<file path="config.mk">
export PLATFORM = sky130hd
export DESIGN_NAME = seg7_latch_decoder
export DESIGN_NICKNAME = d
export VERILOG_FILES = /design/src/rtl/seg7_latch_decoder.sv
export SDC_FILE = /design/constraint.sdc
export NUM_CORES = 1
export LEC_CHECK = 0
export BUFFER_PORTS_ARGS = -buffer_cell sky130_fd_sc_hd__buf_2
export CORE_MARGIN = 2
export CORE_UTILIZATION = 59
export CTS_BUF_LIST = sky130_fd_sc_hd__clkbuf_4 sky130_fd_sc_hd__clkbuf_8
export DETAILED_ROUTE_END_ITERATION = 10
export PLACE_DENSITY = 0.95
export SETUP_SLACK_MARGIN = 0.5
export SLEW_MARGIN = 25
export SYNTH_ARGS = -nofsm -noshare
export SYNTH_HDL_FRONTEND = slang
export SYNTH_SLANG_ARGS = --single-unit
</file>
<file path="constraint.sdc">
create_clock -name clk -period 4.2 [get_ports clk]
set_clock_uncertainty 0.15 [all_clocks]
set_input_delay 0.42 -clock clk [delete_from_list [all_inputs] [get_ports clk]]
set_output_delay 0.42 -clock clk [all_outputs]
set_load 0.02 [all_outputs]
</file>
<file path="src/rtl/seg7_latch_decoder.sv">
module seg7_latch_decoder #(
  parameter int DUTY_W = 8
) (
  input  logic              clk,
  input  logic              rst,
  input  logic              hold,
  input  logic              blank_n,
  input  logic              test_n,
  input  logic              pwm_en,
  input  logic [DUTY_W-1:0] duty,
  input  logic [3:0]        digit,
  output logic [6:0]        seg
);

  logic [3:0]        code_q;
  logic [DUTY_W-1:0] cnt_q;
  logic [6:0]        seg_q;
  logic [6:0]        glyph;

  wire [3:0] code = hold ? code_q : digit;
  wire       dim  = pwm_en && (cnt_q >= duty);
  wire [6:0] seg_d = !test_n ? 7'h7F : (!blank_n || dim) ? 7'h00 : glyph;

  always_comb begin
    case (code)
      4'd0:    glyph = 7'h3F;
      4'd1:    glyph = 7'h06;
      4'd2:    glyph = 7'h5B;
      4'd3:    glyph = 7'h4F;
      4'd4:    glyph = 7'h66;
      4'd5:    glyph = 7'h6D;
      4'd6:    glyph = 7'h7C;
      4'd7:    glyph = 7'h07;
      4'd8:    glyph = 7'h7F;
      4'd9:    glyph = 7'h67;
      default: glyph = 7'h00;
    endcase
  end

  always_ff @(posedge clk) begin
    if (rst) begin
      code_q <= '0;
      cnt_q  <= '0;
      seg_q  <= '0;
    end else begin
      if (!hold) code_q <= digit;
      cnt_q <= cnt_q + 1'b1;
      seg_q <= seg_d;
    end
  end

  assign seg = seg_q;

endmodule

</file>
# Yosys cells after proc, flatten, opt, wreduce, memory -nomap -nowiden
# Memory sizes are Yosys's and may differ from the RTL's.
# Cells that the tools add are included.
[classes]
addsub = 1
multipliers = 0
div = 0
magnitude_cmp = 1
eq_ne = 0
shift = 0
muxes = 3
n_bitwise = 0
n_reduce_logical = 3
[ops]
columns = ["cell", "count"]
rows = [
  ["$mux 7", 2],
  ["$add 8x1->8 const B", 1],
  ["$ge 8x8->1", 1],
  ["$mux 4", 1],
  ["$logic_and 1x1->1", 1],
  ["$logic_not 1->1", 1],
  ["$logic_or 1x1->1", 1],
]
[totals]
ff_bits = 19
latchBits = 0
mem_bits_rw = 0
romBits = 112
in_bits = 18
out_inout_bits = 7
n_memories = 1
[mem_list]
columns = ["name", "depth", "width", "read_ports", "rd_clocked_by_memory_dff", "write_ports", "line_no", "source"]
rows = [
  ["(no name shown)", 16, 7, 1, 0, 0, "25", "case (code)"],
]

# Logic depth before layout (Yosys ltp)
[depth]
word_depth = 5
depth_mapped = 7
depth_no_buf = 6

# Worst setup path after synthesis
# Ideal clock, no wire load.
[synth_path]
path_type = "in2reg"
start = "in hold"
end = "reg seg_q[4] (netlist: seg[4])"
arrival_time_ps = 1569
path_slack_ps = 2350
stages = 7
n_path_buf = 1
path_cell_list = "buf_6 > mux2i_4 > inv_2 > ha_1 > mux2_4 > a21oi_1 > o31ai_1"
[synth_via]
elab_chain_len = 4
[synth_lines]
columns = ["item", "line_no", "source"]
rows = [
  ["start: declaration", "6", "input logic hold,"],
  ["$mux 4", "--", ""],
  ["named net code[1]", "20", "wire [3:0] code = hold ? code_q : digit;"],
  ["$mem_v2 16x7", "--", ""],
  ["$mux 7 (2 in series)", "22", "wire [6:0] seg_d = !test_n ? 7'h7F : (!blank_n || dim) ? 7'h00 : glyph;"],
  ["end signal: assignment", "48", "seg_q <= seg_d;"],
  ["end: declaration", "17", "logic [6:0] seg_q;"],
]
# The timed path passes the listed nets, and every way through them passes these cells.
# A chain may end at the register's enable or synchronous reset.

# Worst setup path in the final report
[layout_path]
start = "reg cnt_q[7]"
end = "reg seg_q[0] (netlist: seg[0])"
[layout_via]
elab_chain_len = 5
[layout_lines]
columns = ["item", "line_no", "source"]
rows = [
  ["start: declaration", "16", "logic [DUTY_W-1:0] cnt_q;"],
  ["start signal: assignment", "47", "cnt_q <= cnt_q + 1'b1;"],
  ["$ge 8x8->1", "21", "wire dim = pwm_en && (cnt_q >= duty);"],
  ["$logic_and 1x1->1", "21", ""],
  ["$logic_or 1x1->1", "22", ""],
  ["$mux 7 (2 in series)", "22", ""],
]
# No other way between the ends.

==> run metrics <==
startpoint types register; WL/cell 12.5 microns; EDFF count, synth 0; worst path arrival time 1880 ps; Final Setup Violations 0; Post-Syn Instances 111; fraction of layout instances using a drive strength above 1 0.287; min Tclk post-route 1830 ps; sw power 0.109 mW; FMAX 547 MHz; R2R depth 4; Total Routing Usage GR 0.215; RSZ-0062 raised after global routing false; Hold Crit Class in -> reg; total power 0.381 mW; Ant. Diodes 0; vias in the first global route 823; worst-margin pin slew 392 ps; largest net degree at the start of global routing 15; Layout Nets 168; first-pass GRT wire length 3350 microns; post-route design area 0.00126 sq mm; die height 47.1 microns; DIE AREA 0.00221 sq mm; antenna violations before repair 0; IO Pins 25; outcome complete, no violations; Crit. End Element register; commonest cells after routing, fill and taps aside buf_2, dfxtp_1, ha_1; DP Area 0.00123 sq mm; Worst Path Class, Setup reg -> reg; DIE WIDTH 47.1 microns; pins over their slew limit 0; CTS tree yes; CTS Root Cell clkbuf_4; final wirelength 2020 microns; Clock Sinks 19; met3 GRT Util 0.0577; setup repair bufs after CTS 0; share of flip-flops with an asynchronous set or reset 0; Power per Cell Area 303 mW/mm^2; Clock Tree Buf Depth 2; CORE AREA 0.00173 sq mm; Flop pwr share 0.515; Leakage Power 0.634 nW; Primary FF master, synth dfxtp_1; Layout area overhead 14.9%; mean number of vias per cell 5.29; Yosys Warn Count 0; GRT overflow 0; grt met1 use 0.240; Yosys reg bits 19; DRC 0; sequential area share after synthesis 0.348; final setup TNS 0 ps; Clock power frac 0.258; DP Wirelength 1620 microns; DR pass1 iterations 2; Comb pwr share 0.227; Sw Share 0.285; cts bufs inserted 3; Slew headroom 0.733; H-tree level count 1; Int Pwr 0.273 mW; Peak VDD IR 0.227 mV; Fin. Hold Viols 0; Yosys cell types 31; hold path cells 3; vias 852; met2 global-route usage 0.381; Port Buffers 24; Post-Syn Area per Cell 9.85 sq um; Starting DRT DRC Count 11; Routed Antenna Nets 0; # Max-Cap Violations 0; post-CTS resize count 0; Final GP Congestion 0.890; fill count 154; Clock Pin Slew Worst Setup and Hold Paths 110 ps; Netlist Area Pre-Place 0.00109 sq mm; hold bufs inserted after CTS 0; Critical Path RT 4250 ps; busiest grt layer met2; crit share post-route 0.435; Core Rows 15; Syn Nets 142; clk_lat worst skew 290 ps; commonest non-fill, non-tap cell in the layout buf_2; Initial Util 0.633; CP Max Fanout 7
registers in the layout, summed over array words and instances, names as in the netlist:
| register | flops |
|---|---|
| cnt_q | 8 |
| seg | 7 |
| code_q | 4 |
synthesized netlist by cell type (2+ instances only):
| library cell | count | area share |
|---|---|---|
| dfxtp_1 | 19 | 0.35 |
| ha_1 | 13 | 0.15 |
| nor2_1 | 12 | 0.041 |
| inv_1 | 11 | 0.038 |
| a21oi_1 | 8 | 0.037 |
| o31ai_1 | 6 | 0.041 |
| nand3_1 | 5 | 0.023 |
| mux2i_1 | 4 | 0.037 |
| xor2_1 | 4 | 0.032 |
| mux2i_4 | 3 | 0.062 |
| nand2_1 | 3 | 0.010 |
| and3_1 | 2 | 0.011 |
| clkbuf_1 | 2 | 0.0069 |
| xnor2_1 | 2 | 0.016 |
power by group through the flow:
stage          Clock [mW]  Combinational [mW]  Sequential [mW]
2_1_floorplan           0              0.0537            0.209
3_3_place_gp            0              0.0824            0.201
3_5_place_dp            0              0.0864            0.201
4_1_cts             0.100              0.0869            0.197
5_1_grt             0.107              0.0972            0.198
6_report           0.0982              0.0865            0.196
logic make-up after synthesis:
group           count (synthesis)  share of synthesized area
simple gates                   28                      0.135
compound gates                 20                      0.127
flops                          19                      0.348
fa+ha+maj                      13                      0.149
mux                            10                      0.135
buf+inv                        15                     0.0584
xor+xnor                        6                     0.0481
final timing paths:
check | from | endpoint | slack, ps
max | cnt_q[7] | seg[0] | 2370
min | digit[1] | code_q[1] | 300
max reg2reg | cnt_q[7] | seg[0] | 2370
min reg2reg | cnt_q[0] | cnt_q[0] | 320
critical path: stages (launching register included):
cell	delay, ps
dfxtp_1	340
ha_1	300
and4_1	200
a221o_1	460
o31ai_1	280
metal layers:
metal | wire length (microns) | vias to the layer above
met2 | 1070 | 20
met1 | 807 | 394
met4 | 60 | 0
met5 | 0 | -
met3 | 77 | 8
li1 | - | 430
stage by stage:
step	std cells	setup slack (ps)	util	hold WS, ps
2_1_floorplan	111	2350	-	276
4_1_cts	161	2380	0.728	295
3_3_place_gp	157	2160	0.710	291
6_report	161	2370	0.728	297
3_5_place_dp	157	2100	0.710	305
5_1_grt	161	2280	0.728	304
cell type report:
class	count	area, sq um	area share
timing repair buffer	24	120	0.0956
clock buffer	4	30.0	0.0239
sequential	19	380	0.303
tap	25	31.3	0.0249
inverter	12	45.0	0.0359
multi-input combinational	77	649	0.517
Note: power is estimated with default switching activity, not from simulation.
